`src/rtl/pfs_pkg.sv`:
```
// Shared state encodings for the PLL factor search engine.
// Assumes nothing beyond IEEE 1800-2017 enums.
package pfs_pkg;
    typedef enum logic [1:0] {
        SW_IDLE,
        SW_DIV_GO,
        SW_DIV_WAIT,
        SW_STEP
    } sweep_state_t;

    typedef enum logic [1:0] {
        TP_IDLE,
        TP_PASS1,
        TP_PASS2
    } top_state_t;
endpackage

```
`src/rtl/pfs_divider.sv`:
```
// Restoring divider that takes DVD_W cycles to produce quotient and remainder.
// Assumes the divisor is non-zero. go_i restarts it at any time.
module pfs_divider #(
    parameter int DVD_W = 32,
    parameter int DVS_W = 4
) (
    input  logic             clk,
    input  logic             rst_n,
    input  logic             go_i,
    input  logic [DVD_W-1:0] dividend_i,
    input  logic [DVS_W-1:0] divisor_i,
    output logic             done_o,
    output logic [DVD_W-1:0] quot_o,
    output logic [DVS_W-1:0] rem_o
);
    localparam int CNT_W = $clog2(DVD_W + 1);

    logic [CNT_W-1:0] cnt;
    logic             run;
    logic [DVS_W-1:0] dvs;
    logic [DVS_W:0]   trial;
    logic             fits;

    // Next partial remainder and whether the divisor fits into it
    assign trial = {rem_o, quot_o[DVD_W-1]};
    assign fits  = (trial >= {1'b0, dvs});

    // Shift-subtract iteration, one quotient bit per cycle
    always_ff @(posedge clk) begin
        if (!rst_n) begin
            cnt    <= '0;
            run    <= 1'b0;
            dvs    <= '0;
            quot_o <= '0;
            rem_o  <= '0;
            done_o <= 1'b0;
        end else begin
            done_o <= 1'b0;
            if (go_i) begin
                quot_o <= dividend_i;
                rem_o  <= '0;
                dvs    <= divisor_i;
                cnt    <= CNT_W'(DVD_W);
                run    <= 1'b1;
            end else if (run) begin
                quot_o <= {quot_o[DVD_W-2:0], fits};
                rem_o  <= fits ? DVS_W'(trial - {1'b0, dvs}) : trial[DVS_W-1:0];
                cnt    <= cnt - 1'b1;
                if (cnt == CNT_W'(1)) begin
                    run    <= 1'b0;
                    done_o <= 1'b1;
                end
            end
        end
    end


    rem_below_divisor_chk: assert property (@(posedge clk) disable iff (!rst_n)
        done_o |-> (rem_o < dvs));
endmodule

```
`src/rtl/pfs_sweep.sv`:
```
// One search pass: sweeps M (outer) and N (inner) and keeps the candidate
// floor(N*ref/M) closest to the target from strictly below.
// Per M the divider gives ref/M, and the quotient and remainder are then
// stepped once per N, so each candidate costs one cycle.
// Assumes M_MIN >= 1 and that N_MAX*ref fits in FREQ_W bits.
module pfs_sweep
    import pfs_pkg::*;
#(
    parameter int FREQ_W = 64,
    parameter int REF_W  = 32,
    parameter int M_MIN  = 1,
    parameter int M_MAX  = 15,
    parameter int N_MIN  = 9,
    parameter int N_MAX  = 127,
    parameter int M_W    = 4,
    parameter int N_W    = 7
) (
    input  logic              clk,
    input  logic              rst_n,
    input  logic              go_i,
    input  logic [REF_W-1:0]  ref_i,
    input  logic [FREQ_W-1:0] target_i,
    output logic              done_o,
    output logic [M_W-1:0]    m_o,
    output logic [N_W-1:0]    n_o,
    output logic [FREQ_W-1:0] freq_o
);
    sweep_state_t      state;
    logic [REF_W-1:0]  ref_q;
    logic [FREQ_W-1:0] tgt;
    logic [FREQ_W-1:0] best;
    logic [M_W-1:0]    m;
    logic [N_W-1:0]    n;
    logic [FREQ_W-1:0] q;
    logic [M_W-1:0]    r;
    logic [REF_W-1:0]  qs;
    logic [M_W-1:0]    rs;

    logic              div_go, div_done;
    logic [REF_W-1:0]  div_q;
    logic [M_W-1:0]    div_r;

    logic [M_W:0]      r_sum;
    logic              wrap;
    logic [M_W-1:0]    r_next;
    logic [FREQ_W-1:0] q_next;
    logic [N_W-1:0]    n_next;
    logic [FREQ_W-1:0] diff;
    logic              take;

    assign div_go = (state == SW_DIV_GO);

    pfs_divider #(.DVD_W(REF_W), .DVS_W(M_W)) div_i (
        .clk        (clk),
        .rst_n      (rst_n),
        .go_i       (div_go),
        .dividend_i (ref_q),
        .divisor_i  (m),
        .done_o     (div_done),
        .quot_o     (div_q),
        .rem_o      (div_r)
    );

    // Step the candidate from N to N+1 and decide whether it becomes the best
    always_comb begin
        r_sum  = {1'b0, r} + {1'b0, rs};
        wrap   = (r_sum >= {1'b0, m});
        r_next = wrap ? M_W'(r_sum - {1'b0, m}) : r_sum[M_W-1:0];
        q_next = q + FREQ_W'(qs) + FREQ_W'(wrap);
        n_next = n + 1'b1;
        diff   = tgt - q_next;
        take   = (n_next >= N_W'(N_MIN)) && (q_next < tgt) && (diff < best);
    end

    // Pass sequencer: per-M division, then the N sweep with best tracking
    always_ff @(posedge clk) begin
        if (!rst_n) begin
            state  <= SW_IDLE;
            ref_q  <= '0;
            tgt    <= '0;
            best   <= '0;
            m      <= '0;
            n      <= '0;
            q      <= '0;
            r      <= '0;
            qs     <= '0;
            rs     <= '0;
            m_o    <= '0;
            n_o    <= '0;
            freq_o <= '0;
            done_o <= 1'b0;
        end else begin
            done_o <= 1'b0;
            case (state)
                SW_IDLE: begin
                    if (go_i) begin
                        ref_q  <= ref_i;
                        tgt    <= target_i;
                        best   <= target_i;
                        m_o    <= '0;
                        n_o    <= '0;
                        freq_o <= '0;
                        m      <= M_W'(M_MIN);
                        state  <= SW_DIV_GO;
                    end
                end
                SW_DIV_GO: state <= SW_DIV_WAIT;
                SW_DIV_WAIT: begin
                    if (div_done) begin
                        qs    <= div_q;
                        rs    <= div_r;
                        q     <= '0;
                        r     <= '0;
                        n     <= '0;
                        state <= SW_STEP;
                    end
                end
                SW_STEP: begin
                    q <= q_next;
                    r <= r_next;
                    n <= n_next;
                    if (take) begin
                        best   <= diff;
                        m_o    <= m;
                        n_o    <= n_next;
                        freq_o <= q_next;
                    end
                    if (n_next == N_W'(N_MAX)) begin
                        if (m == M_W'(M_MAX)) begin
                            state  <= SW_IDLE;
                            done_o <= 1'b1;
                        end else begin
                            m     <= m + 1'b1;
                            state <= SW_DIV_GO;
                        end
                    end
                end
                default: state <= SW_IDLE;
            endcase
        end
    end


    m_in_range_chk: assert property (@(posedge clk) disable iff (!rst_n)
        (state == SW_STEP) |-> (m >= M_W'(M_MIN) && m <= M_W'(M_MAX)));

    best_below_target_chk: assert property (@(posedge clk) disable iff (!rst_n)
        (m_o != '0) |-> (freq_o < tgt));

    empty_pass_zero_chk: assert property (@(posedge clk) disable iff (!rst_n)
        (m_o == '0) |-> (freq_o == '0 && n_o == '0));
endmodule

```
`src/rtl/pfs_pick.sv`:
```
// Chooses between the single- and doubled-reference pass results.
// The doubled result wins only when it is strictly higher.
module pfs_pick #(
    parameter int FREQ_W = 64,
    parameter int M_W    = 4,
    parameter int N_W    = 7
) (
    input  logic [FREQ_W-1:0] s_freq_i,
    input  logic [M_W-1:0]    s_m_i,
    input  logic [N_W-1:0]    s_n_i,
    input  logic [FREQ_W-1:0] d_freq_i,
    input  logic [M_W-1:0]    d_m_i,
    input  logic [N_W-1:0]    d_n_i,
    output logic              dbl_o,
    output logic [FREQ_W-1:0] freq_o,
    output logic [M_W-1:0]    m_o,
    output logic [N_W-1:0]    n_o
);
    // Strict comparison keeps the single reference on a tie
    always_comb begin
        dbl_o  = (d_freq_i > s_freq_i);
        freq_o = dbl_o ? d_freq_i : s_freq_i;
        m_o    = dbl_o ? d_m_i    : s_m_i;
        n_o    = dbl_o ? d_n_i    : s_n_i;
    end
endmodule

```
`src/rtl/pll_factor_search.sv`:
```
// Top of the PLL factor search engine. It latches the target on start, runs
// the sweep with the base reference and then with twice that reference,
// and registers the better result with a one-cycle done pulse.
// Assumes 2*REF_HZ fits in REF_W bits. A start while busy is ignored.
module pll_factor_search
    import pfs_pkg::*;
#(
    parameter int FREQ_W = 64,
    parameter int REF_W  = 32,
    parameter int REF_HZ = 3_000_000,
    parameter int M_MIN  = 1,
    parameter int M_MAX  = 15,
    parameter int N_MIN  = 9,
    parameter int N_MAX  = 127
) (
    input  logic                            clk,
    input  logic                            rst_n,
    input  logic                            start_i,
    input  logic [FREQ_W-1:0]               target_i,
    output logic                            busy_o,
    output logic                            done_o,
    output logic [$clog2(M_MAX+1)-1:0]      m_o,
    output logic [$clog2(N_MAX+1)-1:0]      n_o,
    output logic [FREQ_W-1:0]               freq_o,
    output logic                            dbl_o
);
    localparam int M_W = $clog2(M_MAX + 1);
    localparam int N_W = $clog2(N_MAX + 1);
    localparam logic [REF_W-1:0] REF_SINGLE = REF_W'(REF_HZ);
    localparam logic [REF_W-1:0] REF_DOUBLE = REF_W'(2 * REF_HZ);

    top_state_t        state;
    logic [FREQ_W-1:0] tgt_q;
    logic              sw_go;
    logic [REF_W-1:0]  sw_ref;
    logic              sw_done;
    logic [M_W-1:0]    sw_m;
    logic [N_W-1:0]    sw_n;
    logic [FREQ_W-1:0] sw_f;
    logic [M_W-1:0]    p1_m;
    logic [N_W-1:0]    p1_n;
    logic [FREQ_W-1:0] p1_f;
    logic              pk_dbl;
    logic [FREQ_W-1:0] pk_f;
    logic [M_W-1:0]    pk_m;
    logic [N_W-1:0]    pk_n;

    assign busy_o = (state != TP_IDLE);
    assign sw_ref = (state == TP_PASS2) ? REF_DOUBLE : REF_SINGLE;

    pfs_sweep #(
        .FREQ_W(FREQ_W), .REF_W(REF_W), .M_MIN(M_MIN), .M_MAX(M_MAX),
        .N_MIN(N_MIN), .N_MAX(N_MAX), .M_W(M_W), .N_W(N_W)
    ) sweep_i (
        .clk      (clk),
        .rst_n    (rst_n),
        .go_i     (sw_go),
        .ref_i    (sw_ref),
        .target_i (tgt_q),
        .done_o   (sw_done),
        .m_o      (sw_m),
        .n_o      (sw_n),
        .freq_o   (sw_f)
    );

    pfs_pick #(.FREQ_W(FREQ_W), .M_W(M_W), .N_W(N_W)) pick_i (
        .s_freq_i (p1_f),
        .s_m_i    (p1_m),
        .s_n_i    (p1_n),
        .d_freq_i (sw_f),
        .d_m_i    (sw_m),
        .d_n_i    (sw_n),
        .dbl_o    (pk_dbl),
        .freq_o   (pk_f),
        .m_o      (pk_m),
        .n_o      (pk_n)
    );

    // Pass sequencing, first-pass storage and result registers
    always_ff @(posedge clk) begin
        if (!rst_n) begin
            state  <= TP_IDLE;
            tgt_q  <= '0;
            sw_go  <= 1'b0;
            p1_m   <= '0;
            p1_n   <= '0;
            p1_f   <= '0;
            m_o    <= '0;
            n_o    <= '0;
            freq_o <= '0;
            dbl_o  <= 1'b0;
            done_o <= 1'b0;
        end else begin
            sw_go  <= 1'b0;
            done_o <= 1'b0;
            case (state)
                TP_IDLE: begin
                    if (start_i) begin
                        tgt_q <= target_i;
                        sw_go <= 1'b1;
                        state <= TP_PASS1;
                    end
                end
                TP_PASS1: begin
                    if (sw_done) begin
                        p1_m  <= sw_m;
                        p1_n  <= sw_n;
                        p1_f  <= sw_f;
                        sw_go <= 1'b1;
                        state <= TP_PASS2;
                    end
                end
                TP_PASS2: begin
                    if (sw_done) begin
                        m_o    <= pk_m;
                        n_o    <= pk_n;
                        freq_o <= pk_f;
                        dbl_o  <= pk_dbl;
                        done_o <= 1'b1;
                        state  <= TP_IDLE;
                    end
                end
                default: state <= TP_IDLE;
            endcase
        end
    end


    done_single_cycle_chk: assert property (@(posedge clk) disable iff (!rst_n)
        done_o |=> !done_o);

    start_ignored_busy_chk: assert property (@(posedge clk) disable iff (!rst_n)
        (busy_o && start_i) |=> $stable(tgt_q));

    double_beats_single_chk: assert property (@(posedge clk) disable iff (!rst_n)
        (done_o && dbl_o) |-> (freq_o > p1_f));
endmodule

```
`config.mk`:
```
export PLATFORM = sky130hd
export DESIGN_NAME = pll_factor_search
export DESIGN_NICKNAME = d
export VERILOG_FILES = /design/src/rtl/pfs_pkg.sv /design/src/rtl/pfs_divider.sv /design/src/rtl/pfs_sweep.sv /design/src/rtl/pfs_pick.sv /design/src/rtl/pll_factor_search.sv
export SDC_FILE = /design/constraint.sdc
export NUM_CORES = 2
export LEC_CHECK = 0
export ABC_AREA = 0
export BUFFER_PORTS_ARGS = -buffer_cell sky130_fd_sc_hd__buf_2
export CAP_MARGIN = 20
export CORE_MARGIN = 8
export CORE_UTILIZATION = 30
export CTS_CLUSTER_SIZE = 8
export DETAILED_ROUTE_END_ITERATION = 8
export GPL_ROUTABILITY_DRIVEN = 0
export HOLD_SLACK_MARGIN = 0.06
export PLACE_DENSITY = 0.48
export SLEW_MARGIN = 20
export SYNTH_ARGS = -nofsm -noshare
export SYNTH_HDL_FRONTEND = slang
export SYNTH_HIERARCHICAL = 1
export SYNTH_SLANG_ARGS = --single-unit
```
`constraint.sdc`:
```
create_clock -name clk -period 12.7 [get_ports clk]
set_clock_uncertainty 0.2 [all_clocks]
set_input_delay 2.54 -clock clk [delete_from_list [all_inputs] [get_ports clk]]
set_output_delay 2.54 -clock clk [all_outputs]
set_load 0.02 [all_outputs]
```
Yosys cells after proc, flatten, opt, wreduce, memory -nomap -nowiden
Index checks and enable logic that the tools add are counted.
{"block": "word_totals", "latch_bits": 0, "word_cells": 136, "input_bits": 67, "memories": 0, "output_inout_bits": 78, "mem_bits_rw": 0, "reg_bits": 620, "mem_bits_ro": 0}
{"block": "op_classes", "n_addsub": 9, "n_div": 0, "order_cmp": 6, "n_shift": 0, "bitwise_logic": 2, "n_reduce_logical": 22, "n_eq_ne": 16, "n_mux": 49, "mul": 0}
{"op": "two-way mux 64 bit", "n": 6}
{"op": "one-hot mux 64 bit (2 select lines)", "n": 3}
{"op": "< comparator 64 bit", "n": 2}
{"op": "adder 64 x 1 -> 64 bit", "n": 1}
{"op": "adder 64 x 32 -> 64 bit", "n": 1}
{"op": "greater-than comparator 64 bit", "n": 1}
{"op": "two-way mux 32 bit", "n": 2}
{"op": "subtractor 64 bit", "n": 1}
{"op": "two-way mux 4 bit", "n": 9}
{"op": "two-way mux 7 bit", "n": 4}
{"op": "one-hot mux 7 bit (2 select lines)", "n": 2}
{"op": "one-hot mux 4 bit (2 select lines)", "n": 3}
{"op": "two-way mux 23 bit", "n": 1}
{"op": "AND reduction 2 bit", "n": 7}
{"op": "two-way mux 2 bit", "n": 6}
{"op": "two-way mux 6 bit", "n": 2}
{"op": "AND reduction 3 bit", "n": 4}
{"op": "greater-or-equal comparator 5 x 4 -> 1 bit", "n": 2}
{"op": "two-way mux 1 bit", "n": 8}
{"op": "!= test 2 x 1 -> 1 bit (second input constant)", "n": 4}
{"op": "!= test 2 bit (second input constant)", "n": 4}
{"op": "one-hot mux 2 bit (4 select lines)", "n": 1}
{"op": "nonzero test 2 bit", "n": 4}
{"op": "subtractor 4 bit", "n": 2}
{"op": "18 further kinds", "n": 24}

Logic depth before layout (Yosys ltp)
{"block": "logic_depth", "depth_word": 8, "ltp_mapped": 43, "ltp_nobuf": 40}

Cells and area by module
Netlist, hierarchy kept.
{"mod": "pfs_sweep", "seq_area_each_um2": 7066.8, "n_inst": 1, "area_per_inst_um2": 21763.4, "cells_each": 2809}
{"mod": "pll_factor_search", "seq_area_each_um2": 4384.2, "n_inst": 1, "area_per_inst_um2": 8697.1, "cells_each": 954}
{"mod": "pfs_pick", "seq_area_each_um2": 0.0, "n_inst": 1, "area_per_inst_um2": 2776.4, "cells_each": 314}
{"mod": "pfs_divider", "seq_area_each_um2": 960.9, "n_inst": 1, "area_per_inst_um2": 2434.8, "cells_each": 269}

Worst setup path before layout
Ideal clock, no wire load.
{"block": "synth_path", "kind": "flip-flop to flip-flop", "startpoint": "reg sweep_i.r[0]", "endpoint": "reg sweep_i.freq_o[11]", "setup_ns": 0.128, "required_ns": 12.372, "arrival_ns": 8.432, "period_less_slack_ns": 8.759, "path_stages_with_launch": 44, "path_buffers": 4, "setup_slack_ns": 3.941, "path_cell_list": "dfxtp_1 -> ha_1 -> fa_1 -> xor2_1 -> ha_1 -> o21ai_0 -> nand2b_1 -> a31o_2 -> a21oi_1 -> fa_1 -> fa_1 -> nand2b_1 -> a21oi_1 -> o21ai_1 -> a2111oi_4 -> a21oi_2 -> o31a_1 -> nor3_4 -> [8 not listed] -> nor2_1 -> a32o_1 -> o21ai_1 -> o21ai_0 -> xnor2_1 -> ha_1 -> a21o_1 -> a21o_1 -> a21oi_1 -> o211ai_1 -> nor3_1 -> a31oi_1 -> a211oi_2 -> buf_6 -> buf_8 -> buf_8 -> mux2i_1 -> nor2_1"}
{"block": "synth_between", "elab_chain_cells": 8, "word_cells_on_any_way": 12, "classes_between": "add/sub (3); order compare (3); eq/ne (1); mux (2); reduce/logical (3)"}
{"element": "from (decl)", "line_no": "pfs_sweep.sv:35", "rtl": "logic [M_W-1:0] r;"}
{"element": "from (signal assigned)", "line_no": "pfs_sweep.sv:120", "rtl": "r <= r_next;"}
{"element": "adder 4 x 4 -> 5 bit *", "line_no": "pfs_sweep.sv:66", "rtl": "r_sum = {1'b0, r} + {1'b0, rs};"}
{"element": "greater-or-equal comparator 5 x 4 -> 1 bit *", "line_no": "pfs_sweep.sv:67", "rtl": "wrap = (r_sum >= {1'b0, m});"}
{"element": "adder 64 x 1 -> 64 bit *", "line_no": "pfs_sweep.sv:69", "rtl": "q_next = q + FREQ_W'(qs) + FREQ_W'(wrap);"}
{"element": "subtractor 64 bit or < comparator 64 bit (tied branches)", "line_no": "pfs_sweep.sv:71, pfs_sweep.sv:72"}
{"element": "< comparator 64 bit or logical AND 1 bit (tied branches)", "line_no": "pfs_sweep.sv:72", "rtl": "take = (n_next >= N_W'(N_MIN)) && (q_next < tgt) && (diff < best);"}
{"element": "logical AND 1 bit", "line_no": "pfs_sweep.sv:72"}
{"element": "!= test 2 x 1 -> 1 bit (no line)"}
{"element": "AND reduction 3 bit (no line)"}
{"element": "to (signal assigned)", "line_no": "pfs_sweep.sv:126", "rtl": "freq_o <= q_next;"}
{"element": "to (decl)", "line_no": "pfs_sweep.sv:26", "rtl": "output logic [FREQ_W-1:0] freq_o"}
Mark *: on every way between the ends. The rest lies on a longest branch, timed or not. The select of a mux whose other input is x is not followed.
A chain may end at the register's enable or synchronous reset.

Worst setup path in the final report
{"block": "layout_path", "startpoint": "reg sweep_i.r[0]", "endpoint": "reg sweep_i.freq_o[38]"}
Same word-level chain as after synthesis.

==> metrics.txt <==
post-synth top area share a little over a third; CP bufs+invs 2; top cells by area, synth dfxtp_1 (35%), nand2_1 (9.6%), mux2i_1 (9.1%), ha_1 (8.6%), a21oi_1 (5.4%); count of hold-fix buffers inserted at cts 0; CP Capture Type flop; cell area after synthesis 35700 sq um; clk_lat worst skew ~0.67 ns; gr ovfl total 0; Core ar. about 120000 sq um; RSZ-0062 raised after global routing no; CTS tree built; detail-routed net length per standard cell 18.1 um; Port Buffers 144; worst vdd rail ir drop approximately 0.000092 V; post-synthesis async set-or-reset flop share 0%; critical path's largest stage delay around 0.57 ns; crit-path max FO 38; synth unique cells a little under 100; Die Footprint approximately 130000 sq um; pwr/cell area between 100 and 150 nW/um^2; sequential share of the synthesized area a little over a third; Max-Cap Viols 0; Post-CTS Resized 0; Ys Warns 6; number of synthesized flops with an enable pin 0; largest net degree at the start of global routing 115; Final HPWL DP approximately 77000 um; I/O pin total 145; Initial Util 30.2%; Final period util 85.9%; final wirelength about 110000 um; Comb pwr share between 20% and 30%; Yosys reg bits 620; CP Data Required Time roughly 13 ns; Antenna Nets Post-Route 0; crit path launch type flop; first-pass GRT wire length ~170000 um; Clock Power Share around two fifths; share of cells above drive strength 1 a little under a tenth; postcts setup bufs 0; H-Tree Depth 3; Total GRT Usage around 16%; slew margin rel. between 20% and 30%; die width approximately 360 um; clock sink count between 600 and 700; fin crit period approximately 11 ns; nets 4679; Final Hold Fails 0; top cells by count, synth nand2_1 (908), dfxtp_1 (620), a21oi_1 (388); cell with the most instances after synthesis nand2_1; Sequential Power Share a little under two fifths; crit path kind reg -> reg; Switching Power 1.82 mW; Via Count just under 30000; setup TNS 0 ns; Worst EP arrival 11.28 ns; max-slew violation count 0; drt via density just under 5; Max Freq roughly 92 MHz; worst slew pin tran 1.07 ns; Final setup violation count 0; Reg-to-Reg Start sweep_i/r[0]; internal power approximately 3.8 mW; drc violations 0; Die Height between 300 and 400 um; fill count approximately 12000; syn avg cell area 8.21 sq um; Primary FF master, synth dfxtp_1; LEAKAGE roughly 15 nW; CP Launch Point sweep_i/r[0]; Pre-Repair DR Iteration Count 7; status finished clean; Yosys top cell by area dfxtp_1; initial antenna violation count 2; cells after synthesis roughly 4300; CP max-delay cell o21ai_1; vias in the first global route about 28000; clk slew on worst S/H paths about 0.050 ns; net switching fraction of the power 32.1%; Root Driver clkbuf_16; Hold Startpoint freq_o[32]; DR iter-0 viols around 1700; Hold Path Class reg -> reg; clock buffer depth 3; delay-heaviest family, CP compound AO/OA/AOI/OAI gates; Num CTS Buffers 89; # rows approximately 130; Power Total between 5 and 6 mW; area grow syn2layout 11.3%
-- final timing paths --
path / slack [ns] / endpoint / cells past startpoint
setup / recovery: 1.79 / sweep_i/freq_o[38] / 40
hold reg to reg: 0.25 / freq_o[32] / 2
setup reg to reg: 1.79 / sweep_i/freq_o[38] / 40
hold / removal: 0.25 / freq_o[32] / 2
-- metrics by stage --
| step | hold slack (ns) | utilization (%) | cell area [sq um] | setup WS (ns) | std cells |
|---|---|---|---|---|---|
| 6_report | 0.251 | 33.6 | 39700 | 1.79 | 5914 |
| 5_1_grt | 0.264 | 33.6 | 39700 | 1.16 | 5913 |
| 4_1_cts | 0.254 | 33.6 | 39700 | 1.89 | 5913 |
| 3_5_place_dp | 0.244 | 31.5 | 37200 | 1.96 | 5807 |
| 3_3_place_gp | 0.241 | 31.5 | 37200 | 2.16 | 5807 |
| 2_1_floorplan | 0.232 | - | 35700 | 3.94 | 4366 |
-- registers in the layout (all words and copies together) (netlist names), 7 cells and up --
register,flops
p1_n,7
sweep_i/best,64
freq_o,64
tgt_q,64
p1_f,64
n_o,7
sweep_i/ref_q,32
sweep_i/tgt,64
sweep_i/n_o,7
sweep_i/freq_o,64
sweep_i/qs,32
sweep_i/div_i/quot_o,32
sweep_i/q,64
sweep_i/n,7
-- cells by family after synthesis --
logic type | Yosys count | synth area share [%]
and+or+nand+nor | 1531 | 18.8
buffers and inverters | 476 | 6.29
other | 2 | 0.0211
muxes | 401 | 12.0
AOI/OAI and AO/OA | 930 | 15.8
adders and majority gates | 250 | 8.90
xor gates and xnor gates | 136 | 3.34
DFF | 620 | 34.8
-- power groups by stage --
stage	sequential (mW)	clock, mW	combinational [mW]
6_report	2.09	2.19	1.38
2_1_floorplan	2.10	0	1.04
3_3_place_gp	2.13	0	1.38
5_1_grt	2.10	2.34	1.55
3_5_place_dp	2.13	0	1.38
4_1_cts	2.09	2.26	1.39
-- final cells by class --
type                            instances  area, sq um  share of cell area, %
Antenna cell                            1         2.50                0.00630
Clock buffer                           98         2310                   5.82
Clock inverter                          8          156                  0.394
Inverter                              207          787                   1.98
Multi-Input combinational cell       3270        21100                   53.2
Sequential cell                       620        12400                   31.3
Tap cell                             1536         1920                   4.84
Timing Repair Buffer                  174          981                   2.47
-- cells in the final DEF, fill, tap and decap left out, drive strengths merged, types with 53 or more instances in the layout --
cell type and n:
a21oi 390, buf 174, clkbuf 98, dfxtp 620
ha 244, inv 209, mux2 77, mux2i 324
nand2 909, nand3 62, nand4 67, nor2 246
o21ai 246, xnor2 83, xor2 53
-- per-layer routing --
metal / up-vias / track usage [%] / wire, um
met5: - / 0 / 13
met2: 482 / 27.4 / 51200
met1: 13700 / 20.2 / 49100
met3: 143 / 2.15 / 3680
met4: 2 / 4.95 / 2930
li1: 14900 / - / -
-- worst reg2reg max path: cells and delay by family (launching register included) --
family | cells | cell delay, ns
AO/OA/AOI/OAI | 17 | 4.35
adder cells (fa/ha/maj) | 7 | 2.57
AND/OR/NAND/NOR | 11 | 2.20
XOR/XNOR | 3 | 0.60
buffers and inverters | 2 | 0.60
flip-flops | 1 | 0.31
(Power assumes the default switching activity.)
